File: src/rtl/sdram_mon_pkg.sv
package sdram_mon_pkg;

    localparam int BANK_W = 2;

    typedef enum logic [2:0] {
        CMD_MRS = 3'b000,
        CMD_REF = 3'b001,
        CMD_PRE = 3'b010,
        CMD_ACT = 3'b011,
        CMD_WR  = 3'b100,
        CMD_RD  = 3'b101,
        CMD_BST = 3'b110,
        CMD_NOP = 3'b111
    } cmd_e;

    typedef enum logic [3:0] {
        ERR_NONE     = 4'd0,
        ERR_ACT_OPEN = 4'd1,
        ERR_COL_IDLE = 4'd2,
        ERR_RCD      = 4'd3,
        ERR_RC       = 4'd4,
        ERR_RP       = 4'd5,
        ERR_AP_BURST = 4'd6,
        ERR_NOT_IDLE = 4'd7,
        ERR_MRS_WAIT = 4'd8
    } err_e;

    typedef struct packed {
        cmd_e              cmd;
        logic [BANK_W-1:0] bank;
        logic              a10;
    } cmd_t;

    typedef struct packed {
        logic open;
        logic rcd_busy;
        logic rc_busy;
        logic rp_busy;
        logic ap_busy;
    } bank_stat_t;

    function automatic int imax(int a, int b);
        return (a > b) ? a : b;
    endfunction

    function automatic logic is_column(cmd_e c);
        return (c == CMD_RD) || (c == CMD_WR);
    endfunction

    // One command per clock, so at most one rule family applies.
    function automatic err_e classify(cmd_e c, bank_stat_t sel, logic any_open,
                                      logic any_ap, logic mrs_wait);
        if (mrs_wait && c != CMD_NOP) return ERR_MRS_WAIT;
        case (c)
            CMD_ACT: begin
                if (sel.open)    return ERR_ACT_OPEN;
                if (sel.rc_busy) return ERR_RC;
                if (sel.rp_busy) return ERR_RP;
                return ERR_NONE;
            end
            CMD_RD, CMD_WR: begin
                if (any_ap)       return ERR_AP_BURST;
                if (!sel.open)    return ERR_COL_IDLE;
                if (sel.rcd_busy) return ERR_RCD;
                return ERR_NONE;
            end
            CMD_MRS, CMD_REF: return any_open ? ERR_NOT_IDLE : ERR_NONE;
            default: return ERR_NONE;
        endcase
    endfunction

endpackage

File: src/rtl/sdram_cmd_decode.sv
module sdram_cmd_decode
    import sdram_mon_pkg::*;
(
    input  logic              cke,
    input  logic              cs_n,
    input  logic              ras_n,
    input  logic              cas_n,
    input  logic              we_n,
    input  logic [BANK_W-1:0] ba,
    input  logic              a10,
    output cmd_t              cmd
);

    always_comb begin
        cmd.bank = ba;
        cmd.a10  = a10;
        if (cke && !cs_n) cmd.cmd = cmd_e'({ras_n, cas_n, we_n});
        else              cmd.cmd = CMD_NOP;
    end

endmodule

File: src/rtl/sdram_bank_tracker.sv
module sdram_bank_tracker
    import sdram_mon_pkg::*;
#(
    parameter int T_RCD = 2,
    parameter int T_RC  = 7,
    parameter int T_RP  = 2,
    parameter int BURST = 4
) (
    input  logic       clk,
    input  logic       rst,
    input  logic       en,
    input  cmd_t       cmd_i,
    input  logic       hit,
    output bank_stat_t stat
);

    localparam int MAXV = imax(imax(T_RCD, T_RC), imax(T_RP, BURST));
    localparam int CW   = $clog2(MAXV + 1);

    logic [CW-1:0] rcd_q, rc_q, rp_q, ap_q;
    logic          open_q;

    function automatic logic [CW-1:0] dn(logic [CW-1:0] v);
        return (v == '0) ? v : v - 1'b1;
    endfunction

    logic act_hit, pre_hit, col_ap, ap_done;
    assign act_hit = hit && (cmd_i.cmd == CMD_ACT);
    assign pre_hit = (cmd_i.cmd == CMD_PRE) && (hit || cmd_i.a10);
    assign col_ap  = hit && is_column(cmd_i.cmd) && cmd_i.a10 && open_q;
    assign ap_done = (ap_q == CW'(1));

    always_ff @(posedge clk) begin
        if (rst) begin
            open_q <= 1'b0;
            rcd_q  <= '0;
            rc_q   <= '0;
            rp_q   <= '0;
            ap_q   <= '0;
        end else if (en) begin
            rcd_q <= act_hit ? CW'(T_RCD - 1) : dn(rcd_q);
            rc_q  <= act_hit ? CW'(T_RC - 1)  : dn(rc_q);

            if (pre_hit)     ap_q <= '0;
            else if (col_ap) ap_q <= CW'(BURST - 1);
            else             ap_q <= dn(ap_q);

            if (pre_hit && open_q)        rp_q <= CW'(T_RP - 1);
            else if (ap_done && !act_hit) rp_q <= CW'(T_RP);
            else                          rp_q <= dn(rp_q);

            if (act_hit)      open_q <= 1'b1;
            else if (pre_hit) open_q <= 1'b0;
            else if (ap_done) open_q <= 1'b0;
        end
    end

    assign stat.open     = open_q;
    assign stat.rcd_busy = (rcd_q != '0);
    assign stat.rc_busy  = (rc_q != '0);
    assign stat.rp_busy  = (rp_q != '0);
    assign stat.ap_busy  = (ap_q != '0);

endmodule

File: src/rtl/sdram_dqm_pipe.sv
module sdram_dqm_pipe #(
    parameter int W   = 8,
    parameter int LAT = 2
) (
    input  logic         clk,
    input  logic         rst,
    input  logic         en,
    input  logic [W-1:0] dqm_i,
    output logic [W-1:0] hiz_o
);

    generate
        if (LAT == 0) begin : g_direct
            assign hiz_o = dqm_i;
        end else begin : g_shift
            logic [W-1:0] stg [LAT];
            always_ff @(posedge clk) begin
                if (rst) begin
                    for (int i = 0; i < LAT; i++) stg[i] <= '0;
                end else if (en) begin
                    stg[0] <= dqm_i;
                    for (int i = 1; i < LAT; i++) stg[i] <= stg[i-1];
                end
            end
            assign hiz_o = stg[LAT-1];
        end
    endgenerate

endmodule

File: src/rtl/sdram_bus_monitor.sv
module sdram_bus_monitor
    import sdram_mon_pkg::*;
#(
    parameter int DQM_W      = 8,
    parameter int T_RCD      = 2,
    parameter int T_RC       = 7,
    parameter int T_RP       = 2,
    parameter int BURST      = 4,
    parameter int RD_DQM_LAT = 2,
    parameter int MRS_GAP    = 2
) (
    input  logic                        clk,
    input  logic                        rst,
    input  logic                        cke,
    input  logic                        cs_n,
    input  logic                        ras_n,
    input  logic                        cas_n,
    input  logic                        we_n,
    input  logic [BANK_W-1:0]           ba,
    input  logic                        a10,
    input  logic [DQM_W-1:0]            dqm,
    output logic [(1 << BANK_W)-1:0]    bank_open,
    output logic [DQM_W-1:0]            wr_mask,
    output logic [DQM_W-1:0]            rd_hiz,
    output logic                        err,
    output logic [3:0]                  err_code
);

    localparam int NUM_BANKS = 1 << BANK_W;
    localparam int MW        = $clog2(MRS_GAP + 1);

    cmd_t       cmd;
    bank_stat_t stat_arr [NUM_BANKS];
    logic [NUM_BANKS-1:0] open_v, ap_v;

    sdram_cmd_decode u_dec (
        .cke(cke), .cs_n(cs_n), .ras_n(ras_n), .cas_n(cas_n), .we_n(we_n),
        .ba(ba), .a10(a10), .cmd(cmd)
    );

    generate
        for (genvar b = 0; b < NUM_BANKS; b++) begin : g_bank
            logic hit;
            assign hit = (cmd.bank == BANK_W'(b));
            sdram_bank_tracker #(
                .T_RCD(T_RCD), .T_RC(T_RC), .T_RP(T_RP), .BURST(BURST)
            ) u_trk (
                .clk(clk), .rst(rst), .en(cke), .cmd_i(cmd), .hit(hit),
                .stat(stat_arr[b])
            );
            assign open_v[b] = stat_arr[b].open;
            assign ap_v[b]   = stat_arr[b].ap_busy;
        end
    endgenerate

    assign bank_open = open_v;

    // Quiet window after a mode set
    logic [MW-1:0] mrs_q;
    always_ff @(posedge clk) begin
        if (rst)                      mrs_q <= '0;
        else if (cke) begin
            if (cmd.cmd == CMD_MRS)   mrs_q <= MW'(MRS_GAP);
            else if (mrs_q != '0)     mrs_q <= mrs_q - 1'b1;
        end
    end

    err_e code_now;
    assign code_now = classify(cmd.cmd, stat_arr[cmd.bank], |open_v, |ap_v,
                               mrs_q != '0);

    always_ff @(posedge clk) begin
        if (rst) begin
            err      <= 1'b0;
            err_code <= 4'd0;
        end else if (!err && code_now != ERR_NONE) begin
            err      <= 1'b1;
            err_code <= code_now;
        end
    end

    assign wr_mask = dqm;

    sdram_dqm_pipe #(.W(DQM_W), .LAT(RD_DQM_LAT)) u_dqm (
        .clk(clk), .rst(rst), .en(cke), .dqm_i(dqm), .hiz_o(rd_hiz)
    );

endmodule

File: config.mk
export PLATFORM = sky130hd
export DESIGN_NAME = sdram_bus_monitor
export DESIGN_NICKNAME = d
export VERILOG_FILES = /design/src/rtl/sdram_mon_pkg.sv /design/src/rtl/sdram_cmd_decode.sv /design/src/rtl/sdram_bank_tracker.sv /design/src/rtl/sdram_dqm_pipe.sv /design/src/rtl/sdram_bus_monitor.sv
export SDC_FILE = /design/constraint.sdc
export NUM_CORES = 1
export LEC_CHECK = 0
export CORE_MARGIN = 2
export CORE_UTILIZATION = 60
export DETAILED_ROUTE_END_ITERATION = 8
export DONT_BUFFER_PORTS = 1
export PLACE_DENSITY = 0.76
export SYNTH_ARGS = -nofsm -noshare
export SYNTH_HDL_FRONTEND = slang
export SYNTH_SLANG_ARGS = --single-unit
File: constraint.sdc
create_clock -name clk -period 3.8 [get_ports clk]
set_input_delay 0.38 -clock clk [delete_from_list [all_inputs] [get_ports clk]]
set_output_delay 0.38 -clock clk [all_outputs]
set_load 0.02 [all_outputs]
Word level (Yosys, flattened, before mapping)
Memory sizes are Yosys's and may differ from the RTL's.
Index checks and enable logic that the tools add are counted.
{"block": "op_classes", "n_reduce_logical": 108, "n_mux": 106, "magnitude_cmp": 1, "bitwise": 3, "eq_ne": 29, "n_addsub": 17}
{"op": "two-way mux 3 bit", "count": 42}
{"op": "nonzero test 3 bit", "count": 20}
{"op": "two-way mux 4 bit", "count": 14}
{"op": "logical NOT 3 bit", "count": 17}
{"op": "subtractor 3 x 1 -> 3 bit, second input constant", "count": 16}
{"op": "two-way mux 1 bit", "count": 42}
{"op": "AND reduction 2 bit", "count": 21}
{"op": "logical AND 1 bit", "count": 31}
{"op": "!= test 3 x 1 -> 1 bit, second input constant", "count": 8}
{"op": "two-way mux 8 bit", "count": 2}
{"op": "!= test 2 x 1 -> 1 bit, second input constant", "count": 8}
{"op": "equality test 3 x 1 -> 1 bit, second input constant", "count": 5}
{"op": "one-hot mux 4 bit (3 select lines)", "count": 1}
{"op": "binary-select mux 5 bit (select 2 bit)", "count": 1}
{"op": "two-way mux 5 bit", "count": 2}
{"op": "OR reduction 4 bit", "count": 2}
{"op": "equality test 3 x 2 -> 1 bit, second input constant", "count": 2}
{"op": "equality test 3 bit, second input constant", "count": 2}
{"op": "logical NOT 1 bit", "count": 6}
{"op": "logical OR 1 bit", "count": 5}
{"op": "equality test 2 bit, second input constant", "count": 2}
{"op": "two-way mux 2 bit", "count": 2}
{"op": "nonzero test 2 bit", "count": 2}
{"op": "nonzero test 4 bit", "count": 1}
{"op": "other kinds (8)", "count": 10}
{"block": "totals", "elab_cells": 288, "ff_bits": 59, "memories": 1, "in_bits": 18, "ramBits": 16, "output_inout_bits": 25}
{"memory": "u_dqm.g_shift.stg", "words": 2, "word_bits": 8, "rd": 2, "rd_clocked_by_memory_dff": 0, "write_ports": 2, "line_no": "sdram_dqm_pipe.sv:16", "rtl": "logic [W-1:0] stg [LAT];"}

Logic depth before layout (Yosys ltp)
{"block": "logic_depth", "word_depth": 21, "mapped_depth": 8}

By module
From an unflattened synthesis, not the netlist that was laid out.
{"block": "hier_totals", "cells_unflattened": 521, "hier_area_um2": 4889.7}
{"mod": "sdram_bank_tracker", "area_per_inst_um2": 858.3, "n_inst": 4, "cells_each": 99}
{"mod": "sdram_dqm_pipe", "area_per_inst_um2": 716.9, "n_inst": 1, "cells_each": 43}
{"mod": "sdram_bus_monitor", "area_per_inst_um2": 690.7, "n_inst": 1, "cells_each": 76}
{"mod": "sdram_cmd_decode", "area_per_inst_um2": 48.8, "n_inst": 1, "cells_each": 6}

Worst setup path after synthesis
OpenSTA, ideal clock, no wires.
{"block": "synth_timing", "path_kind": "reg-to-reg", "start": "register g_bank[3].u_trk.rp_q[0]", "end": "register err_code[2]", "t_arrival_ps": 1988, "slack_ps": 1730, "setup_time_ps": 83, "stages_incl_launch_ff": 8, "t_required_ps": 3717, "path_cell_list": "dfxtp_1 > inv_1 > ha_1 > nor2b_2 > mux4_2 > a211o_1 > a2111o_1 > o221ai_1"}
{"block": "synth_between", "elab_chain_cells": 16, "word_cells_on_any_way": 17}
{"element": "start: declaration", "line_no": "sdram_bank_tracker.sv:20", "rtl": "logic [CW-1:0] rcd_q, rc_q, rp_q, ap_q;"}
{"element": "start signal: assignment", "line_no": "sdram_bank_tracker.sv:48", "rtl": "if (pre_hit && open_q) rp_q <= CW'(T_RP - 1);"}
{"element": "start signal: assignment", "line_no": "sdram_bank_tracker.sv:49", "rtl": "else if (ap_done && !act_hit) rp_q <= CW'(T_RP);"}
{"element": "start signal: assignment", "line_no": "sdram_bank_tracker.sv:50", "rtl": "else rp_q <= dn(rp_q);"}
{"element": "nonzero test 3 bit (*)", "line_no": "sdram_bank_tracker.sv:61", "rtl": "assign stat.rp_busy = (rp_q != '0);"}
{"element": "binary-select mux 5 bit (select 2 bit) (*)", "line_no": "sdram_bus_monitor.sv:69", "rtl": "assign code_now = classify(cmd.cmd, stat_arr[cmd.bank], |open_v, |ap_v,"}
{"element": "two-way mux 5 bit (implied by the code) (*) (2 in series)", "line_no": "sdram_bus_monitor.sv:69"}
{"element": "two-way mux 1 bit (2 in series)", "line_no": "sdram_mon_pkg.sv:58", "rtl": "if (sel.rp_busy) return ERR_RP;"}
{"element": "two-way mux 1 bit", "line_no": "sdram_mon_pkg.sv:57", "rtl": "if (sel.rc_busy) return ERR_RC;"}
{"element": "two-way mux 1 bit (2 in series)", "line_no": "sdram_mon_pkg.sv:54", "rtl": "case (c)"}
{"element": "two-way mux 4 bit (*)", "line_no": "sdram_mon_pkg.sv:59", "rtl": "return ERR_NONE;"}
{"element": "two-way mux 4 bit (*)", "line_no": "sdram_mon_pkg.sv:58"}
{"element": "two-way mux 4 bit (*)", "line_no": "sdram_mon_pkg.sv:57"}
{"element": "one-hot mux 4 bit (3 select lines) (*)", "line_no": "sdram_mon_pkg.sv:54"}
{"element": "two-way mux 4 bit (*)", "line_no": "sdram_mon_pkg.sv:54"}
{"element": "nonzero test 4 bit", "line_no": "sdram_bus_monitor.sv:76", "rtl": "end else if (!err && code_now != ERR_NONE) begin"}
{"element": "logical AND 1 bit", "line_no": "sdram_bus_monitor.sv:76"}
{"element": "end signal: assignment", "line_no": "sdram_bus_monitor.sv:78", "rtl": "err_code <= code_now;"}
{"element": "end: declaration", "line_no": "sdram_bus_monitor.sv:26", "rtl": "output logic [3:0] err_code"}
Every way passes the cells marked *; elsewhere a longest branch is shown, timed or not. The select of a mux whose other input is x is not followed.
A chain may end at the register's enable or synchronous reset.

Final worst setup path
Ends and elaborated chain as after synthesis.

==> summary by stage <==
Timing
The final number of setup-violating endpoints is 0. The actual transition at the worst max-transition pin is about 0.82 ns. Setup slack closes at 1.57 ns. The upper clock frequency limit is approximately 450 MHz. Setup repair after global routing left no endpoint under its margin. The worst pin sits at a relative slew slack of 0.446.

The routed design could run at a clock period as short as approximately 2.2 ns. Setup total negative slack on the finished layout was measured at 0 ns. The portion of the clock cycle consumed by the worst path in the final layout is 0.586. Between clock sinks in the finished design, the worst skew comes to between 0.01 and 0.015 ns. The count of final hold-check violations was 0. The number of max-slew violations in the final report is 0.

Floorplanning
The die is roughly 90 um wide. The floorplan step defined a die boundary enclosing about 8300 um2. The number of rows in the core area is 31. 43 I/O pins were placed. In this run the standard cell core region covers between 7000 and 8000 um2. The starting density of the core is 0.623.

The die is ~91 um tall.

Worst setup path
Of all nets on the critical path, the largest fanout is 4. Data on the critical path is required at its endpoint by 4.08 ns. The worst setup path is launched from a register. Data arrives at the worst endpoint at around 2.5 ns. Walking the worst path, the cells encountered are inv_1 -> ha_1 -> nor2b_2 -> mux4_2 -> a211o_1 -> a2111o_1 -> o221ai_1. The largest single stage delay on the critical path is 0.47 ns. The type of the setup path with the least slack is reg -> reg. The cell with the largest stage delay on the worst path is mux4_2. The kind of capture point of the worst setup path is a register.

Detailed routing
In the routed design, unresolved DRC markers number 0. The number of vias per cell is 6.01. The number of violations reported at the end of detailed-routing iteration 0 is 270. The number of detailed-route iterations in the first pass is 5. The routed design has roughly 9.5 mm of wire. The routed wire length per instance is roughly 16 um.

The via total after detailed routing is between 3000 and 4000. The detail route stage leaves a number of antenna-violating nets equal to 0.

Global routing
The pin count of the biggest net entering global routing is 60. The initial antenna violation count is 0. For this run, the total global-route usage over all layers was measured as 0.241.

The aggregate global routing overflow is 0. The number of global-route vias before repair was approximately 3300. The global-route wire length before repair is about 16 mm.

Placement
The count of buffers inserted at the top-level ports is 0. The routability congestion estimate from global placement is about 0.94. Before CTS, the worst setup slack after placement is 1.61 ns. Once detailed placement completed, the half-perimeter wirelength came to around 6.9 mm.

Cells and area
Leaving out fill and tap cells, the most frequent cell in the layout is dfxtp_1. The fraction of final layout cells with drive strength greater than 1 is 0.0551. The synthesis-to-layout area growth is 2.47%. After the last flow step, the layout net total stands at 540. Leaving out fill and tap cells, the most frequent cells in the layout are 59 x dfxtp_1, 52 x inv_1, 44 x nor2_1. The number of antenna diodes in the final layout is 0.

Clock tree
The TritonCTS sink count is 75. In this run the deepest clock path goes through 2 buffers. After clock tree synthesis, the clock-pin slew on the worst setup and hold paths is roughly 0.080 ns. The count of instances resized after the clock tree is built is 0. The later-pin clock latency in the skew report is 0.36 ns. The cell sitting at the root of the clock tree is a clkbuf_8. The CTS tree is yes. The post-CTS repair timing setup buffer count is 0.

Buffers inserted to repair hold after CTS numbered 0. The total number of H-tree levels is 3. The number of buffers added by the clock tree synthesis step is 9.

Power
In this run the static leakage power is roughly 0.0018 uW. Dividing total power by cell area gives a power density of ~790 nW/um2. The switching power is 1380 uW.

Internal power comes to between 2000 and 2500 uW. Of the total power, the share spent switching nets is 0.375. Summing internal, switching and leakage power gives roughly 3700 uW. The sequential share of power is 0.333. The relative contribution of the clock network to total power is 0.200. The largest vdd supply drop is between 0.3 and 0.4 mV. The power share of the combinational group is 0.467.

Synthesis
The warning count from the yosys run is 0. The flip-flop and latch count after synthesis is between 70 and 80. The average instance in the mapped netlist occupies roughly 8.8 um2. In the synthesized netlist, the number of instances is 518. Synthesis produced a netlist with a net count of 573. The main flop type after synthesis is dfxtp_1.

The number of enable flip-flop cells after synthesis is 16. The mapped netlist covers roughly 4600 um2. In the synthesized netlist the async set-or-reset flop fraction comes to 0.

The register area share after synthesis is 0.364. The number of distinct library cells after synthesis is 68.

Job
The max-cap violation count is 0.

Run status
The flow ran to the end, and the final reports show no timing, DRC or antenna violations.

Worst hold path
The min-delay analysis places its worst path in the category in -> reg.
-- sequential cells by signal (all words and copies together), names as in the netlist --
| signal | count |
|---|---|
| err_code | 4 |
| g_bank.u_trk.rcd_q | 12 |
| g_bank.u_trk.open_q | 4 |
| u_dqm.g_shift.stg | 16 |
| g_bank.u_trk.rp_q | 12 |
| mrs_q | 2 |
| err | 1 |
| g_bank.u_trk.ap_q | 12 |
| g_bank.u_trk.rc_q | 12 |
-- routing by layer --
layer,part of all wire,vias up,track usage
met5,0,-,0
met4,0.019,0,0.0846
met3,0.059,16,0.0598
met2,0.48,96,0.401
met1,0.45,1662,0.305
li1,-,1768,-
-- area by class of cell --
class	count	area [um2]
tap	99	124
clock inverter	7	115
clock buffer	9	124
sequential	75	1660
fill	614	2650
multi-input combinational	345	2450
inverter	54	203
-- worst paths after layout --
path / depth (start not counted) / startpoint / end / slack [ns]
max: 7 / g_bank[3].u_trk.rp_q[0]$_SDFFE_PP0P_ / err_code[2]$_SDFFE_PP0P_ / 1.57
max reg2reg: 7 / g_bank[3].u_trk.rp_q[0]$_SDFFE_PP0P_ / err_code[2]$_SDFFE_PP0P_ / 1.57
min reg2reg: 2 / mrs_q[1]$_SDFFE_PP0P_ / mrs_q[1]$_SDFFE_PP0P_ / 0.48
min: 1 / rst / g_bank[0].u_trk.rp_q[0]$_SDFFE_PP0P_ / 0.09
-- power groups by stage --
stage          combinational [uW]  clock (uW)  sequential [uW]
2_1_floorplan                1420           0             1190
3_3_place_gp                 1600           0             1230
3_5_place_dp                 1700           0             1240
4_1_cts                      1720         747             1220
5_1_grt                      1960         785             1250
6_report                     1720         735             1230
-- critical path: cells and delay by family, from the launching register on --
family                   cells  cell delay, ns
AO/OA/AOI/OAI                3            0.85
multiplexers                 1            0.47
flip-flops                   1            0.36
adder cells (fa/ha/maj)      1            0.23
AND/OR/NAND/NOR              1            0.17
buffers and inverters        1            0.07
-- cells by family after synthesis --
family	after synthesis	synth area share
flip-flops	75	0.364
adder cells (fa/ha/maj)	37	0.101
buffers and inverters	98	0.0991
AND/OR/NAND/NOR	165	0.190
multiplexers	10	0.0329
XOR/XNOR	12	0.0230
AO/OA/AOI/OAI	121	0.190
-- synthesized netlist by cell type, types with 6 or more instances --
cell / number / area, um2
dfxtp_1: 59 / 1180
inv_1: 52 / 195
nor2_1: 44 / 165
ha_1: 37 / 463
a21oi_1: 32 / 160
nand2_1: 24 / 90.1
and3_1: 21 / 131
buf_4: 21 / 158
clkbuf_1: 16 / 60.1
edfxtp_1: 16 / 480
nor2b_1: 14 / 87.6
nand2b_1: 13 / 81.3
nand3_1: 13 / 65.1
nor3_1: 13 / 65.1
a31oi_1: 11 / 68.8
o21ai_1: 9 / 45.0
a2111oi_0: 8 / 70.1
xnor2_1: 8 / 70.1
mux2i_1: 6 / 60.1
-- per-stage QoR --
stage	area (um2)	hold slack, ns	std cells	utilization
global placement	4440	0.457	573	0.606
finish	4680	0.0910	589	0.639
global route	4680	0.0719	589	0.639
floorplan	4570	0.456	518	-
detailed placement	4440	0.459	573	0.606
CTS	4680	0.0780	589	0.639
No activity file was read; power rests on OpenSTA's default activity.
